--- config.mk ---
export PLATFORM = sky130hd
export DESIGN_NAME = i2c_cond_ctrl
export DESIGN_NICKNAME = d
export VERILOG_FILES = /design/src/rtl/i2c_cond_pkg.sv /design/src/rtl/i2c_line_sync.sv /design/src/rtl/i2c_cond_seq.sv /design/src/rtl/i2c_cond_regs.sv /design/src/rtl/i2c_cond_ctrl.sv
export SDC_FILE = /design/constraint.sdc
export NUM_CORES = 1
export LEC_CHECK = 0
export BUFFER_PORTS_ARGS = -buffer_cell sky130_fd_sc_hd__buf_2
export CAP_MARGIN = 20
export CORE_MARGIN = 2
export CORE_UTILIZATION = 52
export DETAILED_ROUTE_END_ITERATION = 8
export HOLD_SLACK_MARGIN = 0.15
export PLACE_DENSITY_LB_ADDON = 0.08
export SKIP_CTS_REPAIR_TIMING = 1
export SYNTH_ARGS = -nofsm -noshare
export SYNTH_HDL_FRONTEND = slang
export SYNTH_SLANG_ARGS = --single-unit
--- constraint.sdc ---
create_clock -name clk -period 3.9 [get_ports clk]
set_input_delay 0.585 -clock clk [delete_from_list [all_inputs] [get_ports clk]]
set_output_delay 0.585 -clock clk [all_outputs]
set_load 0.03 [all_outputs]
--- src/rtl/i2c_cond_pkg.sv ---
// Package: shared register field positions and sequencer state encoding
// for the I2C start/stop condition controller.
package i2c_cond_pkg;

    localparam int unsigned CSR_W          = 8;
    localparam int unsigned F_STROBE_N     = 0;
    localparam int unsigned F_BUSY         = 1;
    localparam int unsigned F_MASTER       = 2;
    localparam int unsigned F_XMIT         = 3;
    localparam int unsigned F_START_SEEN   = 4;
    localparam int unsigned F_STOP_SEEN    = 5;

    typedef enum logic [2:0] {
        SQ_IDLE    = 3'd0,
        SQ_RS_SDA  = 3'd1,  // release SDA, SCL unchanged
        SQ_RS_SCL  = 3'd2,  // SDA and SCL released
        SQ_ST_SDA  = 3'd3,  // SDA low, SCL released
        SQ_SP_PULL = 3'd4,  // SCL forced low
        SQ_SP_SCL  = 3'd5,  // SDA low, SCL low
        SQ_SP_SDA  = 3'd6   // SDA low, SCL released
    } seq_state_t;

endpackage

--- src/rtl/i2c_line_sync.sv ---
// Module: i2c_line_sync
// Synchronizes the raw SDA/SCL levels through SYNC_STAGES flops and decodes
// start (SDA falling, SCL high) and stop (SDA rising, SCL high) events.
// Assumes the lines idle high; the sync chain resets to 1.
module i2c_line_sync #(
    parameter int unsigned SYNC_STAGES = 2
) (
    input  logic clk,
    input  logic rst_n,
    input  logic sda_in,
    input  logic scl_in,
    output logic start_det,
    output logic stop_det
);
    localparam int unsigned LAST = SYNC_STAGES - 1;

    logic [SYNC_STAGES-1:0] sda_pipe;
    logic [SYNC_STAGES-1:0] scl_pipe;
    logic                   sda_prev;
    logic                   scl_prev;

    generate
        for (genvar g = 0; g < SYNC_STAGES; g++) begin : g_stage
            if (g == 0) begin : g_first
                // Capture the asynchronous line levels.
                always_ff @(posedge clk) begin
                    if (!rst_n) begin
                        sda_pipe[0] <= 1'b1;
                        scl_pipe[0] <= 1'b1;
                    end else begin
                        sda_pipe[0] <= sda_in;
                        scl_pipe[0] <= scl_in;
                    end
                end
            end else begin : g_next
                // Shift the levels further down the synchronizer.
                always_ff @(posedge clk) begin
                    if (!rst_n) begin
                        sda_pipe[g] <= 1'b1;
                        scl_pipe[g] <= 1'b1;
                    end else begin
                        sda_pipe[g] <= sda_pipe[g-1];
                        scl_pipe[g] <= scl_pipe[g-1];
                    end
                end
            end
        end
    endgenerate

    // Keep the previous synchronized levels for edge decoding.
    always_ff @(posedge clk) begin
        if (!rst_n) begin
            sda_prev <= 1'b1;
            scl_prev <= 1'b1;
        end else begin
            sda_prev <= sda_pipe[LAST];
            scl_prev <= scl_pipe[LAST];
        end
    end

    // Decode the bus conditions from the synchronized edges.
    always_comb begin
        start_det = sda_prev & ~sda_pipe[LAST] & scl_prev & scl_pipe[LAST];
        stop_det  = ~sda_prev & sda_pipe[LAST] & scl_prev & scl_pipe[LAST];
    end

endmodule

--- src/rtl/i2c_cond_seq.sv ---
// Module: i2c_cond_seq
// Steps the open-drain output enables through the start or stop order, one
// step per tick. Accepts a command only when idle. Between sequences it
// holds the last enables (lines low after a start, released after a stop).
module i2c_cond_seq
    import i2c_cond_pkg::*;
(
    input  logic clk,
    input  logic rst_n,
    input  logic tick,
    input  logic go_start,
    input  logic go_stop,
    output logic active,
    output logic sda_oe,
    output logic scl_oe
);
    seq_state_t state;

    // Advance the condition sequence and update the line enables.
    always_ff @(posedge clk) begin
        if (!rst_n) begin
            state  <= SQ_IDLE;
            sda_oe <= 1'b0;
            scl_oe <= 1'b0;
        end else begin
            unique case (state)
                SQ_IDLE: begin
                    if (go_start) begin
                        sda_oe <= 1'b0;
                        state  <= SQ_RS_SDA;
                    end else if (go_stop) begin
                        scl_oe <= 1'b1;
                        state  <= SQ_SP_PULL;
                    end
                end
                SQ_RS_SDA: if (tick) begin
                    scl_oe <= 1'b0;
                    state  <= SQ_RS_SCL;
                end
                SQ_RS_SCL: if (tick) begin
                    sda_oe <= 1'b1;
                    state  <= SQ_ST_SDA;
                end
                SQ_ST_SDA: if (tick) begin
                    scl_oe <= 1'b1;
                    state  <= SQ_IDLE;
                end
                SQ_SP_PULL: if (tick) begin
                    sda_oe <= 1'b1;
                    state  <= SQ_SP_SCL;
                end
                SQ_SP_SCL: if (tick) begin
                    scl_oe <= 1'b0;
                    state  <= SQ_SP_SDA;
                end
                SQ_SP_SDA: if (tick) begin
                    sda_oe <= 1'b0;
                    state  <= SQ_IDLE;
                end
                default: state <= SQ_IDLE;
            endcase
        end
    end

    // Report whether a sequence is in flight.
    always_comb active = (state != SQ_IDLE);

    assert_hold_without_tick_R11: assert property (@(posedge clk) disable iff (!rst_n)
        (state != SQ_IDLE && !tick) |=> ($stable(state) && $stable(sda_oe) && $stable(scl_oe)));

    assert_start_ends_low_R2: assert property (@(posedge clk) disable iff (!rst_n)
        (state == SQ_ST_SDA && tick) |=> (sda_oe && scl_oe && state == SQ_IDLE));

    assert_stop_ends_released_R5: assert property (@(posedge clk) disable iff (!rst_n)
        (state == SQ_SP_SDA && tick) |=> (!sda_oe && !scl_oe));

endmodule

--- src/rtl/i2c_cond_regs.sv ---
// Module: i2c_cond_regs
// Control/status register. Decodes the busy/strobe command write, keeps the
// master, transmit and busy state, and holds the sticky start/stop flags
// with read-then-write-0 clearing. Ignores writes while a sequence runs.
module i2c_cond_regs
    import i2c_cond_pkg::*;
(
    input  logic             clk,
    input  logic             rst_n,
    input  logic             reg_wr,
    input  logic             reg_rd,
    input  logic [CSR_W-1:0] reg_wdata,
    output logic [CSR_W-1:0] reg_rdata,
    input  logic             seq_active,
    input  logic             start_det,
    input  logic             stop_det,
    output logic             go_start,
    output logic             go_stop
);
    logic busy_q;
    logic master_q;
    logic xmit_q;
    logic start_seen_q;
    logic stop_seen_q;
    logic start_arm_q;
    logic stop_arm_q;
    logic wr_ok;
    logic cmd;

    // Qualify writes and decode the condition command.
    always_comb begin
        wr_ok    = reg_wr & ~seq_active;
        cmd      = wr_ok & ~reg_wdata[F_STROBE_N];
        go_start = cmd & reg_wdata[F_BUSY];
        go_stop  = cmd & ~reg_wdata[F_BUSY];
    end

    // Track bus busy from decoded bus events.
    always_ff @(posedge clk) begin
        if (!rst_n)         busy_q <= 1'b0;
        else if (start_det) busy_q <= 1'b1;
        else if (stop_det)  busy_q <= 1'b0;
    end

    // Set master/transmit on a start request; drop them on a stop event.
    always_ff @(posedge clk) begin
        if (!rst_n) begin
            master_q <= 1'b0;
            xmit_q   <= 1'b0;
        end else if (go_start) begin
            master_q <= 1'b1;
            xmit_q   <= 1'b1;
        end else if (stop_det) begin
            master_q <= 1'b0;
            xmit_q   <= 1'b0;
        end
    end

    // Sticky start-established flag with armed clearing.
    always_ff @(posedge clk) begin
        if (!rst_n) begin
            start_seen_q <= 1'b0;
            start_arm_q  <= 1'b0;
        end else begin
            if (start_det && master_q)
                start_seen_q <= 1'b1;
            else if (wr_ok && start_arm_q && !reg_wdata[F_START_SEEN])
                start_seen_q <= 1'b0;
            if (wr_ok)
                start_arm_q <= 1'b0;
            else if (reg_rd && start_seen_q)
                start_arm_q <= 1'b1;
        end
    end

    // Sticky stop-seen flag with armed clearing.
    always_ff @(posedge clk) begin
        if (!rst_n) begin
            stop_seen_q <= 1'b0;
            stop_arm_q  <= 1'b0;
        end else begin
            if (stop_det)
                stop_seen_q <= 1'b1;
            else if (wr_ok && stop_arm_q && !reg_wdata[F_STOP_SEEN])
                stop_seen_q <= 1'b0;
            if (wr_ok)
                stop_arm_q <= 1'b0;
            else if (reg_rd && stop_seen_q)
                stop_arm_q <= 1'b1;
        end
    end

    // Assemble the read view; the strobe position is constant 1.
    always_comb begin
        reg_rdata               = '0;
        reg_rdata[F_STROBE_N]   = 1'b1;
        reg_rdata[F_BUSY]       = busy_q;
        reg_rdata[F_MASTER]     = master_q;
        reg_rdata[F_XMIT]       = xmit_q;
        reg_rdata[F_START_SEEN] = start_seen_q;
        reg_rdata[F_STOP_SEEN]  = stop_seen_q;
    end

    assert_strobe_reads_one_R7: assert property (@(posedge clk) disable iff (!rst_n)
        reg_rdata[F_STROBE_N]);

    assert_busy_on_start_R8: assert property (@(posedge clk) disable iff (!rst_n)
        start_det |=> reg_rdata[F_BUSY]);

    assert_idle_on_stop_R8: assert property (@(posedge clk) disable iff (!rst_n)
        stop_det |=> !reg_rdata[F_BUSY]);

    assert_flag_needs_read_R9: assert property (@(posedge clk) disable iff (!rst_n)
        (stop_seen_q && !stop_arm_q) |=> stop_seen_q);

    assert_write_ignored_in_seq_R10: assert property (@(posedge clk) disable iff (!rst_n)
        (seq_active && reg_wr && !stop_det) |=> $stable(master_q));

endmodule

--- src/rtl/i2c_cond_ctrl.sv ---
// Module: i2c_cond_ctrl
// Top of the I2C start/stop condition controller: line synchronizer, condition
// sequencer and control/status register. Assumes an external open-drain bus
// where an output enable of 1 pulls the line low.
module i2c_cond_ctrl
    import i2c_cond_pkg::*;
#(
    parameter int unsigned SYNC_STAGES = 2
) (
    input  logic       clk,
    input  logic       rst_n,
    input  logic       tick,
    input  logic       reg_wr,
    input  logic       reg_rd,
    input  logic [7:0] reg_wdata,
    output logic [7:0] reg_rdata,
    input  logic       sda_in,
    input  logic       scl_in,
    output logic       sda_oe,
    output logic       scl_oe
);
    logic start_det;
    logic stop_det;
    logic go_start;
    logic go_stop;
    logic seq_active;

    i2c_line_sync #(.SYNC_STAGES(SYNC_STAGES)) u_sync (
        .clk       (clk),
        .rst_n     (rst_n),
        .sda_in    (sda_in),
        .scl_in    (scl_in),
        .start_det (start_det),
        .stop_det  (stop_det)
    );

    i2c_cond_seq u_seq (
        .clk      (clk),
        .rst_n    (rst_n),
        .tick     (tick),
        .go_start (go_start),
        .go_stop  (go_stop),
        .active   (seq_active),
        .sda_oe   (sda_oe),
        .scl_oe   (scl_oe)
    );

    i2c_cond_regs u_regs (
        .clk        (clk),
        .rst_n      (rst_n),
        .reg_wr     (reg_wr),
        .reg_rd     (reg_rd),
        .reg_wdata  (reg_wdata),
        .reg_rdata  (reg_rdata),
        .seq_active (seq_active),
        .start_det  (start_det),
        .stop_det   (stop_det),
        .go_start   (go_start),
        .go_stop    (go_stop)
    );

endmodule

==> impl_metrics.xml, run 1 <==
<?xml version="1.0" encoding="UTF-8"?>
<metrics>
  <group name="setup_path">
    <metric name="timing.critical_path.mode_cell" unit="">sky130_fd_sc_hd__a221oi_2</metric>
    <metric name="worst_path_max_delay_cell" unit="">sky130_fd_sc_hd__dfxtp_1</metric>
    <metric name="criticalPathCategory" unit="">register to register</metric>
    <metric name="cp_data_arrival_time" unit="ns">1.87</metric>
    <metric name="timing.critical_path.fanout_max" unit="">10</metric>
    <metric name="critical-path-max-stage-delay" unit="ns">0.45</metric>
    <metric name="crit_path_cell_trace" unit="">nor3_4, a221oi_2, or3_4, a221oi_2</metric>
    <metric name="r2r_setup_slk" unit="ns">2.25</metric>
    <metric name="endpoint_kind" unit="">register</metric>
    <metric name="required_arrival_time_at_the_worst_endpoint" unit="ns">4.12</metric>
    <metric name="startpoint_class" unit="">register</metric>
  </group>
  <group name="place">
    <metric name="post_dp_cell_area" unit="um2">828.3</metric>
    <metric name="dpl.cell_count" unit="">109</metric>
    <metric name="place.port_buffers" unit="">17</metric>
    <metric name="finalWeightedCongestion" unit="">0.7440</metric>
    <metric name="dp_hpwl" unit="um">974</metric>
  </group>
  <group name="logic_synthesis">
    <metric name="syn-cell-area" unit="um2">810.8</metric>
    <metric name="synth-compound-area-share" unit="%">19.29</metric>
    <metric name="synth-adder-area-share" unit="%">1.235</metric>
    <metric name="synth-warning-count" unit="">0</metric>
    <metric name="synth-seq-cells" unit="">17</metric>
    <metric name="synthMuxAreaShare" unit="%">1.235</metric>
    <metric name="synthCells" unit="">87</metric>
    <metric name="post_synth.cell_area_avg" unit="um2">9.319</metric>
    <metric name="synth_simple_gate_area_share" unit="%">22.53</metric>
    <metric name="synth_sequential_area_ratio" unit="%">41.98</metric>
    <metric name="synth.distinct_cells" unit="">34</metric>
    <metric name="synth_top_family_by_area" unit="">simple AND/OR/NAND/NOR gates</metric>
    <metric name="synthXorXnorAreaFrac" unit="%">1.080</metric>
  </group>
  <group name="finish">
    <metric name="layout.cell_area.non_filler" unit="um2">855.8</metric>
    <metric name="drive_above_1_share" unit="%">27.84</metric>
    <metric name="instances_no_fill" unit="">113</metric>
    <metric name="nNetsFinal" unit="">113</metric>
    <metric name="syn2layout_area_growth" unit="%">5.556</metric>
    <metric name="post-route-util" unit="%">57.48</metric>
    <metric name="n_antenna_cell" unit="">0</metric>
  </group>
  <group name="timing">
    <metric name="final_report_max_slew_violation_count" unit="">0</metric>
    <metric name="sum_neg_setup_slack" unit="ns">0</metric>
    <metric name="unrepaired_setup_endpoints_after_global_routing" unit="">no</metric>
    <metric name="final_min_period_over_clock_period" unit="%">42.33</metric>
    <metric name="finalCriticalPeriod" unit="ns">1.651</metric>
    <metric name="clock_skew" unit="ns">0.002860</metric>
    <metric name="finalHoldViolations" unit="">0</metric>
    <metric name="setup_violations" unit="">0</metric>
    <metric name="clock.fmax" unit="MHz">605.7</metric>
  </group>
  <group name="run_status">
    <metric name="result_of_the_run" unit="">completed</metric>
  </group>
  <group name="floorplanning">
    <metric name="die-width" unit="um">43.49</metric>
    <metric name="num_rows" unit="">14</metric>
    <metric name="initial_utilization" unit="%">54.45</metric>
    <metric name="io-pin-count" unit="">25</metric>
    <metric name="floorplan.core_area" unit="um2">1489</metric>
    <metric name="dieArea" unit="um2">1891</metric>
    <metric name="die_height" unit="um">43.49</metric>
  </group>
  <group name="pwr">
    <metric name="power_per_cell_area" unit="nW/um2">443.8</metric>
    <metric name="static-leakage-power" unit="nW">0.3819</metric>
    <metric name="report.power.total" unit="uW">379.8</metric>
    <metric name="worst_ir_drop_vdd" unit="mV">0.2329</metric>
  </group>
  <group name="flow_run">
    <metric name="maxCapViolCount" unit="">0</metric>
  </group>
  <group name="grt">
    <metric name="gr_usage_total" unit="%">16.19</metric>
    <metric name="pin_count_of_the_biggest_net_entering_global_routing" unit="">13</metric>
    <metric name="antenna_found_initial" unit="">0</metric>
    <metric name="grt_pass1_vias" unit="">515</metric>
    <metric name="grt_pass1_wl" unit="um">2214</metric>
    <metric name="grt_overflow" unit="">0</metric>
  </group>
  <group name="drt">
    <metric name="antenna_left" unit="">0</metric>
    <metric name="wire_per_inst" unit="um">12.22</metric>
    <metric name="drtIter0Drc" unit="">6</metric>
    <metric name="wirelength" unit="um">1381</metric>
    <metric name="drtPass1Iterations" unit="">4</metric>
    <metric name="route.detailed.vias_per_inst" unit="">5.274</metric>
    <metric name="vias" unit="">596</metric>
    <metric name="drc_errors_left" unit="">0</metric>
  </group>
  <group name="clock_network">
    <metric name="worstSkewPairLatency" unit="ns">0.29</metric>
    <metric name="ctsHtreeMaxLevel" unit="">1</metric>
    <metric name="cts.root.buffer_cell" unit="">sky130_fd_sc_hd__clkbuf_4</metric>
    <metric name="clk_pin_slew_worst_paths" unit="ns">0.10</metric>
    <metric name="cts.path.max_buffers" unit="">2</metric>
    <metric name="tritoncts_num_sinks" unit="">17</metric>
    <metric name="cts_tree" unit="">built</metric>
    <metric name="tritoncts_buffer_count" unit="">3</metric>
  </group>
  <group name="hold_path">
    <metric name="hp-class" unit="">register to register</metric>
  </group>
</metrics>
final timing paths:
check,start,endpoint,cells after the start
hold reg to reg,u_sync.sda_pipe[0]$_SDFF_PN1_,u_sync.sda_pipe[1]$_SDFF_PN1_,1
setup / recovery,u_seq.state[1]$_SDFFE_PN0P_,u_seq.state[0]$_SDFFE_PN0P_,4
setup reg to reg,u_seq.state[1]$_SDFFE_PN0P_,u_seq.state[0]$_SDFFE_PN0P_,4
hold / removal,u_sync.sda_pipe[0]$_SDFF_PN1_,u_sync.sda_pipe[1]$_SDFF_PN1_,1
cells in the mapped netlist, drive strengths merged:
| cell type | instances | area share [%] |
|---|---|---|
| a21o | 1 | 0.93 |
| dfxtp | 17 | 42 |
| maj3 | 1 | 1.2 |
| or2b | 1 | 1.1 |
| o211a | 1 | 1.2 |
| a221oi | 2 | 3.7 |
| inv | 1 | 0.46 |
| nor2b | 1 | 0.77 |
| buf | 11 | 11 |
| a32oi | 1 | 1.1 |
| o221a | 1 | 1.4 |
| or3 | 2 | 2.2 |
| a2bb2oi | 1 | 1.1 |
| and2b | 1 | 0.93 |
| nand3 | 2 | 1.2 |
| nand2 | 6 | 2.8 |
| nor2 | 7 | 3.2 |
| o21a | 1 | 0.93 |
| a211oi | 2 | 1.9 |
| a31oi | 1 | 0.77 |
| xnor2 | 1 | 1.1 |
| nor3 | 1 | 2.0 |
| nand2b | 7 | 5.4 |
| a21oi | 7 | 4.3 |
| mux2i | 1 | 1.2 |
| conb | 2 | 0.93 |
| o21ai | 2 | 1.2 |
| o22ai | 1 | 0.77 |
| or2 | 1 | 0.77 |
| clkbuf | 1 | 0.46 |
| nand4b | 2 | 2.2 |
sequential cells by signal, summed over array words and instances, names as in the netlist:
name and flops:
u_sync.sda_pipe 2, u_regs.start_arm_q 1, u_sync.sda_prev 1, u_seq.sda_oe 1, u_seq.state 3, u_seq.scl_oe 1, u_sync.scl_prev 1, u_regs.stop_seen_q 1
u_regs.busy_q 1, u_regs.master_q 1, u_regs.stop_arm_q 1, u_sync.scl_pipe 2, u_regs.start_seen_q 1
per-layer routing:
metal	vias to the layer above	global-route usage, %	share of wire (%)
li1	310	-	-
met1	267	20.53	47
met2	17	24.48	46
met3	2	5.000	5.1
met4	0	9.091	1.0
met5	-	0	0
stage by stage:
stage / hold WS [ns] / setup slack [ns]
after global placement: 0.3915 / 2.151
after floorplan: 0.3863 / 2.320
after CTS: 0.4162 / 2.257
after global routing: 0.4463 / 2.177
after detailed placement: 0.3909 / 2.148
final: 0.4146 / 2.249
layout make-up:
class / instances / area [um2]
Fill cell: 148 / 633.1
Multi-Input combinational cell: 58 / 379.1
Sequential cell: 17 / 340.3
Timing Repair Buffer: 17 / 85.08
Clock buffer: 3 / 22.52
Tap cell: 16 / 20.02
Clock inverter: 1 / 5.005
Inverter: 1 / 3.754
critical path: cells and delay by family (launching register included):
kind / cells / cell delay, ns
AOI/OAI and AO/OA: 2 / 0.33
DFF: 1 / 0.45
and+or+nand+nor: 2 / 0.79
cells by family (layout without fill, tap and decap cells):
logic type	Yosys count	after routing
other cells	2	3
simple gates	31	31
flops	17	17
mux	1	1
fa+ha+maj	1	1
compound gates	21	21
xor+xnor	1	1
buf+inv	13	22
power breakdown:
part / internal (mW) / switching, mW / total (mW)
clock network: 0.0382 / 0.0572 / 0.0954
registers: 0.185 / 0.0172 / 0.202
logic: 0.0369 / 0.0453 / 0.0823
total: 0.260 / 0.120 / 0.380
cells in the final DEF, fill, tap and decap left out, types with 2 or more instances in the layout:
master / Yosys / layout
sky130_fd_sc_hd__a211oi_1: 2 / 2
sky130_fd_sc_hd__a21oi_1: 7 / 7
sky130_fd_sc_hd__a221oi_2: 2 / 2
sky130_fd_sc_hd__buf_2: 1 / 17
sky130_fd_sc_hd__clkbuf_4: 0 / 3
sky130_fd_sc_hd__conb_1: 2 / 3
sky130_fd_sc_hd__dfxtp_1: 17 / 17
sky130_fd_sc_hd__nand2_1: 6 / 6
sky130_fd_sc_hd__nand2b_1: 7 / 7
sky130_fd_sc_hd__nand3_1: 2 / 2
sky130_fd_sc_hd__nand4b_1: 2 / 2
sky130_fd_sc_hd__nor2_1: 7 / 7
sky130_fd_sc_hd__o21ai_0: 2 / 2
Note: power is estimated with default switching activity, not from simulation.
==> run 2, diff against run 1 <==
Settings changed: ABC_AREA set to 1, CORE_UTILIZATION 52 to 49.
Clock period 3.9 ns to 1.6 ns, I/O delays scaled along.
==> run 2 against run 1 <==
  * Sequential power rose to 2.7 times the previous value
  * Largest power group is now combinational logic
  * First-iteration DRC count grew 17%
  * Critical path type unchanged
  * Area after synthesis is 4.8% higher
  * Non-clock buffer count up 2
  * Total power grew to 3.5 times the previous value
  * Fmax up 28%
  * Design area rose by 9.4%
  * Global-route usage is 0.76 points lower
==> impl_metrics.xml, run 2 <==
<?xml version="1.0" encoding="UTF-8"?>
<metrics>
  <group name="run_status">
    <metric name="result_of_the_run" unit="">completed</metric>
  </group>
  <group name="clock_network">
    <metric name="tritoncts_num_sinks" unit="">17</metric>
    <metric name="cts.path.max_buffers" unit="">2</metric>
    <metric name="tritoncts_buffer_count" unit="">3</metric>
    <metric name="clk_pin_slew_worst_paths" unit="ns">0.10</metric>
    <metric name="cts_tree" unit="">built</metric>
    <metric name="cts.root.buffer_cell" unit="">sky130_fd_sc_hd__clkbuf_4</metric>
    <metric name="ctsHtreeMaxLevel" unit="">1</metric>
    <metric name="worstSkewPairLatency" unit="ns">0.28</metric>
  </group>
  <group name="pwr">
    <metric name="cell_internal_pwr" unit="uW">775.5</metric>
    <metric name="seq_power_share" unit="%">41.4</metric>
    <metric name="static-leakage-power" unit="nW">0.4554</metric>
    <metric name="worst_ir_drop_vdd" unit="mV">0.9576</metric>
    <metric name="p_clk_share" unit="%">17.1</metric>
    <metric name="power_per_cell_area" unit="nW/um2">1419</metric>
    <metric name="switching_power" unit="uW">552.5</metric>
    <metric name="power.combinational.fraction" unit="%">41.6</metric>
    <metric name="netSwitchingFraction" unit="%">41.60</metric>
  </group>
  <group name="drt">
    <metric name="drtIter0Drc" unit="">7</metric>
    <metric name="vias" unit="">686</metric>
    <metric name="wirelength" unit="um">1428</metric>
    <metric name="drtPass1Iterations" unit="">4</metric>
    <metric name="drc_errors_left" unit="">0</metric>
    <metric name="route.detailed.vias_per_inst" unit="">4.831</metric>
    <metric name="antenna_left" unit="">0</metric>
    <metric name="wire_per_inst" unit="um">10.06</metric>
  </group>
  <group name="setup_path">
    <metric name="r2r_start" unit="">u_seq.state[1]$_SDFFE_PN0P_</metric>
    <metric name="worst_path_max_delay_cell" unit="">sky130_fd_sc_hd__dfxtp_1</metric>
    <metric name="required_arrival_time_at_the_worst_endpoint" unit="ns">1.79</metric>
    <metric name="timing.critical_path.mode_cell" unit="">sky130_fd_sc_hd__nand2_1</metric>
    <metric name="buffers_and_inverters_on_the_worst_path" unit="">0</metric>
    <metric name="endpoint_kind" unit="">register</metric>
    <metric name="critical_path.startpoint" unit="">u_seq.state[1]$_SDFFE_PN0P_</metric>
    <metric name="startpoint_class" unit="">register</metric>
    <metric name="critical-path-max-stage-delay" unit="ns">0.60</metric>
    <metric name="crit_path_cell_trace" unit="">nand2_2, nand3_2, nand2_1, nor2_2, nand3_1, nand2_1, nor2_1</metric>
    <metric name="criticalPathCategory" unit="">register to register</metric>
    <metric name="timing.critical_path.max_delay_family" unit="">simple AND/OR/NAND/NOR gates</metric>
    <metric name="cp_data_arrival_time" unit="ns">1.48</metric>
    <metric name="timing.critical_path.fanout_max" unit="">8</metric>
  </group>
  <group name="grt">
    <metric name="antenna_found_initial" unit="">0</metric>
    <metric name="grt_pass1_vias" unit="">571</metric>
    <metric name="grt_overflow" unit="">0</metric>
    <metric name="pin_count_of_the_biggest_net_entering_global_routing" unit="">11</metric>
    <metric name="gr_usage_total" unit="%">15.44</metric>
    <metric name="grt_pass1_wl" unit="um">2297</metric>
  </group>
  <group name="finish">
    <metric name="drive_above_1_share" unit="%">30.40</metric>
    <metric name="layout.cells.most_common" unit="">sky130_fd_sc_hd__nand2_1</metric>
    <metric name="post-route-util" unit="%">56.03</metric>
    <metric name="n_antenna_cell" unit="">0</metric>
    <metric name="largest_reg_flops" unit="">3</metric>
    <metric name="syn2layout_area_growth" unit="%">10.16</metric>
    <metric name="layout.cell_area.non_filler" unit="um2">935.9</metric>
    <metric name="reg_top3" unit="">u_seq.state (3), u_sync.scl_pipe (2), u_sync.sda_pipe (2)</metric>
    <metric name="largest_register" unit="">u_seq.state</metric>
    <metric name="final.fill_count" unit="">173</metric>
    <metric name="leading_cell_types_in_the_layout_fill_and_taps_excluded" unit="">sky130_fd_sc_hd__nand2_1 (19), sky130_fd_sc_hd__buf_2 (17), sky130_fd_sc_hd__dfxtp_1 (17)</metric>
    <metric name="nNetsFinal" unit="">141</metric>
  </group>
  <group name="logic_synthesis">
    <metric name="synth.distinct_cells" unit="">25</metric>
    <metric name="synth_sequential_area_ratio" unit="%">40.06</metric>
    <metric name="synth-seq-cells" unit="">17</metric>
    <metric name="async_reset_ff_share" unit="%">0</metric>
    <metric name="yosys-top-cells-area" unit="">sky130_fd_sc_hd__dfxtp_1 (40%), sky130_fd_sc_hd__nand2_1 (8.4%), sky130_fd_sc_hd__buf_4 (7.1%)</metric>
    <metric name="synth_top_cells_by_count" unit="">sky130_fd_sc_hd__nand2_1 (19), sky130_fd_sc_hd__dfxtp_1 (17), sky130_fd_sc_hd__nor2_1 (11), sky130_fd_sc_hd__inv_1 (10), sky130_fd_sc_hd__a21oi_1 (9)</metric>
    <metric name="synth-warning-count" unit="">0</metric>
    <metric name="synth_top_area_share" unit="%">40.06</metric>
    <metric name="syn-cell-area" unit="um2">849.6</metric>
    <metric name="synthFlopType" unit="">sky130_fd_sc_hd__dfxtp_1</metric>
    <metric name="number_of_enable_flip_flop_cells_after_synthesis" unit="">0</metric>
    <metric name="synthDominantAreaCellType" unit="">sky130_fd_sc_hd__dfxtp_1</metric>
    <metric name="yosys.cell_count.top_type" unit="">sky130_fd_sc_hd__nand2_1</metric>
    <metric name="post_synth.cell_area_avg" unit="um2">7.723</metric>
    <metric name="synthCells" unit="">110</metric>
  </group>
  <group name="floorplanning">
    <metric name="die-width" unit="um">45.64</metric>
    <metric name="floorplan.core_area" unit="um2">1670</metric>
    <metric name="io-pin-count" unit="">25</metric>
    <metric name="num_rows" unit="">15</metric>
    <metric name="initial_utilization" unit="%">50.86</metric>
    <metric name="die_height" unit="um">45.64</metric>
    <metric name="dieArea" unit="um2">2083</metric>
  </group>
  <group name="timing">
    <metric name="unrepaired_setup_endpoints_after_global_routing" unit="">no</metric>
    <metric name="final_min_period_over_clock_period" unit="%">80.61</metric>
    <metric name="finalCriticalPeriod" unit="ns">1.290</metric>
    <metric name="setup_ws" unit="ns">0.3102</metric>
    <metric name="final_report_max_slew_violation_count" unit="">0</metric>
    <metric name="setup_violations" unit="">0</metric>
    <metric name="clock.fmax" unit="MHz">775.3</metric>
    <metric name="sum_neg_setup_slack" unit="ns">0</metric>
    <metric name="clock_skew" unit="ns">0.003599</metric>
    <metric name="finalHoldViolations" unit="">0</metric>
    <metric name="fin_worst_hold_slack" unit="ns">0.1953</metric>
  </group>
  <group name="hold_path">
    <metric name="hp-class" unit="">input pin to register</metric>
    <metric name="worstHoldStart" unit="">rst_n</metric>
  </group>
  <group name="place">
    <metric name="place.port_buffers" unit="">17</metric>
    <metric name="post_dp_cell_area" unit="um2">888.4</metric>
    <metric name="placement.setup.worst_slack" unit="ns">0.3534</metric>
    <metric name="dp_hpwl" unit="um">1097</metric>
    <metric name="finalWeightedCongestion" unit="">0.8347</metric>
  </group>
  <group name="flow_run">
    <metric name="maxCapViolCount" unit="">0</metric>
  </group>
</metrics>
==> run 2: final timing paths <==
kind	end	slack [ns]	cells after the start
worst max-delay path	u_seq.scl_oe$_SDFFE_PN0P_	0.31	7
worst min register to register	u_sync.scl_pipe[1]$_SDFF_PN1_	0.42	1
worst max register to register	u_seq.scl_oe$_SDFFE_PN0P_	0.31	7
worst min-delay path	u_sync.sda_prev$_SDFF_PN1_	0.20	2
==> run 2: power by group through the flow <==
stage               Sequential, mW  Combinational [mW]  Clock (mW)
floorplan                    0.565               0.471           0
global placement             0.557               0.547           0
detailed placement           0.559               0.549           0
CTS                          0.549               0.552       0.234
global route                 0.557               0.618       0.257
finish                       0.549               0.552       0.227
==> run 2: cells by family (layout without fill, tap and decap cells) <==
kind of cell | count (synthesis) | count (layout) | share of synthesized area (%)
compound gates | 19 | 19 | 12.67
buf+inv | 21 | 35 | 13.70
flops | 17 | 17 | 40.06
other cells | 2 | 3 | 0.8840
simple gates | 51 | 51 | 32.70
==> run 2: per-layer routing <==
metal,GRT usage [%],up-vias,share of wire (%)
met2,24.51,21,45
li1,-,369,-
met4,7.059,0,0.84
met3,3.968,2,6.2
met5,0,-,0
met1,19.46,294,48
==> run 2: area by class of cell <==
type                    count  area (um2)  share of cell area (%)
clock buffers               3       22.52                   2.406
clock inverters             1       5.005                  0.5348
inverters                  12       45.04                   4.813
multi-input cells          73       396.6                   42.38
flip-flops and latches     17       340.3                   36.36
well taps                  17       21.27                   2.273
repair buffers             19       105.1                   11.23
==> run 2: per-stage QoR <==
| stage | cells | total power, mW |
|---|---|---|
| global placement | 136 | 1.105 |
| finish | 142 | 1.328 |
| detailed placement | 136 | 1.108 |
| CTS | 140 | 1.335 |
| floorplan | 111 | 1.035 |
| global route | 142 | 1.432 |
==> run 3, diff against run 2 <==
Settings changed: ABC_AREA 1 to 0, CORE_UTILIZATION 49 to 44.
Clock period 1.6 ns to 1.15 ns, I/O delays scaled along.
==> run 3 against run 2 <==
  * The run now ends with negative setup slack left
  * Sequential share of layout area shrank 1.7 points
  * Register-to-register slack worse by 0.53 ns
  * Count of clock-buffer cells in the layout unchanged
  * Critical path type unchanged
==> impl_metrics.xml, run 3 (same netlist as run 1, synthesis figures left out) <==
<?xml version="1.0" encoding="UTF-8"?>
<metrics>
  <group name="setup_path">
    <metric name="timing.critical_path.fanout_max" unit="">5</metric>
    <metric name="required_arrival_time_at_the_worst_endpoint" unit="ns">1.35</metric>
    <metric name="timing.critical_path.max_delay_family" unit="">simple AND/OR/NAND/NOR gates</metric>
    <metric name="timing.critical_path.mode_cell" unit="">sky130_fd_sc_hd__a221oi_2</metric>
    <metric name="criticalPathCategory" unit="">register to register</metric>
    <metric name="cp_data_arrival_time" unit="ns">1.57</metric>
    <metric name="crit_path_cell_trace" unit="">nor3_4, a221oi_2, or3_4, a221oi_2</metric>
    <metric name="worst_path_max_delay_cell" unit="">sky130_fd_sc_hd__or3_4</metric>
    <metric name="r2r_setup_slk" unit="ns">-0.22</metric>
    <metric name="startpoint_class" unit="">register</metric>
    <metric name="buffers_and_inverters_on_the_worst_path" unit="">0</metric>
    <metric name="critical-path-max-stage-delay" unit="ns">0.39</metric>
    <metric name="endpoint_kind" unit="">register</metric>
  </group>
  <group name="timing">
    <metric name="final_min_period_over_clock_period" unit="%">118.8</metric>
    <metric name="setup_ws" unit="ns">-0.2160</metric>
    <metric name="clock_skew" unit="ns">0.002045</metric>
    <metric name="finalCriticalPeriod" unit="ns">1.366</metric>
    <metric name="setup_violations" unit="">5</metric>
    <metric name="clock.fmax" unit="MHz">732.1</metric>
    <metric name="final_report_max_slew_violation_count" unit="">0</metric>
    <metric name="finalHoldViolations" unit="">0</metric>
    <metric name="sum_neg_setup_slack" unit="ns">-0.6440</metric>
    <metric name="unrepaired_setup_endpoints_after_global_routing" unit="">yes</metric>
  </group>
  <group name="grt">
    <metric name="grt_pass1_vias" unit="">562</metric>
    <metric name="grt_overflow" unit="">0</metric>
    <metric name="pin_count_of_the_biggest_net_entering_global_routing" unit="">11</metric>
    <metric name="grt_pass1_wl" unit="um">2346</metric>
    <metric name="gr_usage_total" unit="%">15.66</metric>
    <metric name="antenna_found_initial" unit="">0</metric>
  </group>
  <group name="flow_run">
    <metric name="maxCapViolCount" unit="">0</metric>
  </group>
  <group name="floorplanning">
    <metric name="dieArea" unit="um2">2202</metric>
    <metric name="initial_utilization" unit="%">46.96</metric>
    <metric name="io-pin-count" unit="">25</metric>
    <metric name="die_height" unit="um">46.93</metric>
    <metric name="floorplan.core_area" unit="um2">1727</metric>
    <metric name="die-width" unit="um">46.93</metric>
    <metric name="num_rows" unit="">15</metric>
  </group>
  <group name="drt">
    <metric name="drc_errors_left" unit="">0</metric>
    <metric name="antenna_left" unit="">0</metric>
    <metric name="drtIter0Drc" unit="">6</metric>
    <metric name="route.detailed.vias_per_inst" unit="">4.752</metric>
    <metric name="wire_per_inst" unit="um">10.54</metric>
    <metric name="wirelength" unit="um">1444</metric>
    <metric name="drtPass1Iterations" unit="">2</metric>
    <metric name="vias" unit="">651</metric>
  </group>
  <group name="run_status">
    <metric name="result_of_the_run" unit="">complete, but fails checks</metric>
    <metric name="failing_checks" unit="">negative setup slack</metric>
  </group>
  <group name="pwr">
    <metric name="static-leakage-power" unit="nW">0.4547</metric>
    <metric name="switching_power" unit="uW">413.3</metric>
    <metric name="p_clk_share" unit="%">23.4</metric>
    <metric name="power_per_cell_area" unit="nW/um2">1372</metric>
    <metric name="cell_internal_pwr" unit="uW">944.9</metric>
    <metric name="netSwitchingFraction" unit="%">30.43</metric>
    <metric name="worst_ir_drop_vdd" unit="mV">0.6382</metric>
    <metric name="power.combinational.fraction" unit="%">27.8</metric>
    <metric name="seq_power_share" unit="%">48.8</metric>
  </group>
  <group name="finish">
    <metric name="layout.cells.most_common" unit="">sky130_fd_sc_hd__buf_2</metric>
    <metric name="seqCellArea" unit="um2">342.8</metric>
    <metric name="syn2layout_area_growth" unit="%">22.07</metric>
    <metric name="post-route-util" unit="%">57.32</metric>
    <metric name="largest_reg_flops" unit="">3</metric>
    <metric name="final.fill_count" unit="">182</metric>
    <metric name="n_antenna_cell" unit="">0</metric>
    <metric name="nNetsFinal" unit="">128</metric>
    <metric name="drive_above_1_share" unit="%">36.61</metric>
    <metric name="leading_cell_types_in_the_layout_fill_and_taps_excluded" unit="">sky130_fd_sc_hd__buf_2 (17), sky130_fd_sc_hd__dfxtp_1 (15), sky130_fd_sc_hd__buf_4 (12)</metric>
    <metric name="instances_no_fill" unit="">137</metric>
    <metric name="largest_register" unit="">u_seq.state</metric>
    <metric name="area_of_combinational_cells_with_multiple_inputs" unit="um2">379.1</metric>
    <metric name="reg_top3" unit="">u_seq.state (3), u_sync.scl_pipe (2), u_sync.sda_pipe (2)</metric>
  </group>
  <group name="clock_network">
    <metric name="tritoncts_num_sinks" unit="">17</metric>
    <metric name="ctsHtreeMaxLevel" unit="">1</metric>
    <metric name="worstSkewPairLatency" unit="ns">0.29</metric>
    <metric name="tritoncts_buffer_count" unit="">3</metric>
    <metric name="cts_tree" unit="">built</metric>
    <metric name="clk_pin_slew_worst_paths" unit="ns">0.10</metric>
    <metric name="cts.path.max_buffers" unit="">2</metric>
    <metric name="cts.root.buffer_cell" unit="">sky130_fd_sc_hd__clkbuf_4</metric>
  </group>
  <group name="hold_path">
    <metric name="hp-class" unit="">input pin to register</metric>
  </group>
  <group name="place">
    <metric name="dpl.cell_count" unit="">130</metric>
    <metric name="place.port_buffers" unit="">17</metric>
    <metric name="finalWeightedCongestion" unit="">0.8351</metric>
    <metric name="dp_hpwl" unit="um">1085</metric>
  </group>
</metrics>
[run 3: cell count changes in the layout (fill, tap and decap cells not counted), moves of 3 or more]
cell	change
sky130_fd_sc_hd__nand2b_1	+7
sky130_fd_sc_hd__nand2_1	-13
sky130_fd_sc_hd__nor2_1	-4
sky130_fd_sc_hd__buf_4	+12
sky130_fd_sc_hd__or2_2	-5
sky130_fd_sc_hd__o21ai_0	-3
sky130_fd_sc_hd__nand3_1	-3
sky130_fd_sc_hd__inv_1	-9
[run 3: power groups by stage]
stage / Sequential [mW] / Combinational (mW) / Clock [mW]
5_1_grt: 0.670 / 0.412 / 0.375
3_3_place_gp: 0.676 / 0.366 / 0
2_1_floorplan: 0.688 / 0.268 / 0
4_1_cts: 0.663 / 0.372 / 0.341
6_report: 0.663 / 0.377 / 0.318
3_5_place_dp: 0.677 / 0.369 / 0
[run 3: final timing paths]
| check | start | end | depth (start not counted) |
|---|---|---|---|
| worst min register to register | u_sync.scl_pipe[0]$_SDFF_PN1_ | u_sync.scl_pipe[1]$_SDFF_PN1_ | 1 |
| worst max register to register | u_seq.state[2]$_SDFFE_PN0P_ | u_seq.state[0]$_SDFFE_PN0P_ | 4 |
| worst max-delay path | u_seq.state[2]$_SDFFE_PN0P_ | u_seq.state[0]$_SDFFE_PN0P_ | 4 |
| worst min-delay path | reg_wdata[1] | u_regs.master_q$_SDFFE_PN0P_ | 3 |
[run 3: through the flow]
step | cell area [um2] | power, mW | setup WS (ns) | hold slack, ns
final | 989.7 | 1.358 | -0.2160 | 0.1607
after global routing | 989.7 | 1.457 | -0.2903 | 0.1526
after CTS | 958.4 | 1.375 | -0.2171 | 0.04319
after detailed placement | 930.9 | 1.046 | -0.1948 | 0.3593
after global placement | 930.9 | 1.041 | -0.1869 | 0.3527
after floorplan | 822.0 | 0.9562 | -0.2469 | 0.2740
[run 3: worst min-delay path: stages]
cell and delay, ns:
sky130_fd_sc_hd__buf_2 0.12, sky130_fd_sc_hd__nand3_1 0.06, sky130_fd_sc_hd__a21oi_1 0.05
[run 3: cell type report]
cell class                      instances  share of cell area, %
Tap cell                               25                  3.161
Clock inverter                          1                 0.5057
Timing Repair Buffer                   32                  20.73
Inverter                                1                 0.3793
Multi-Input combinational cell         58                  38.31
Sequential cell                        17                  34.64
Clock buffer                            3                  2.276
[run 3: metal layers]
metal	share of wire [%]	global-route usage [%]	up-vias
li1	-	-	347
met1	48	18.78	286
met2	47	25.21	16
met3	4.2	4.615	2
met4	0.83	8.333	0
met5	0	0	-
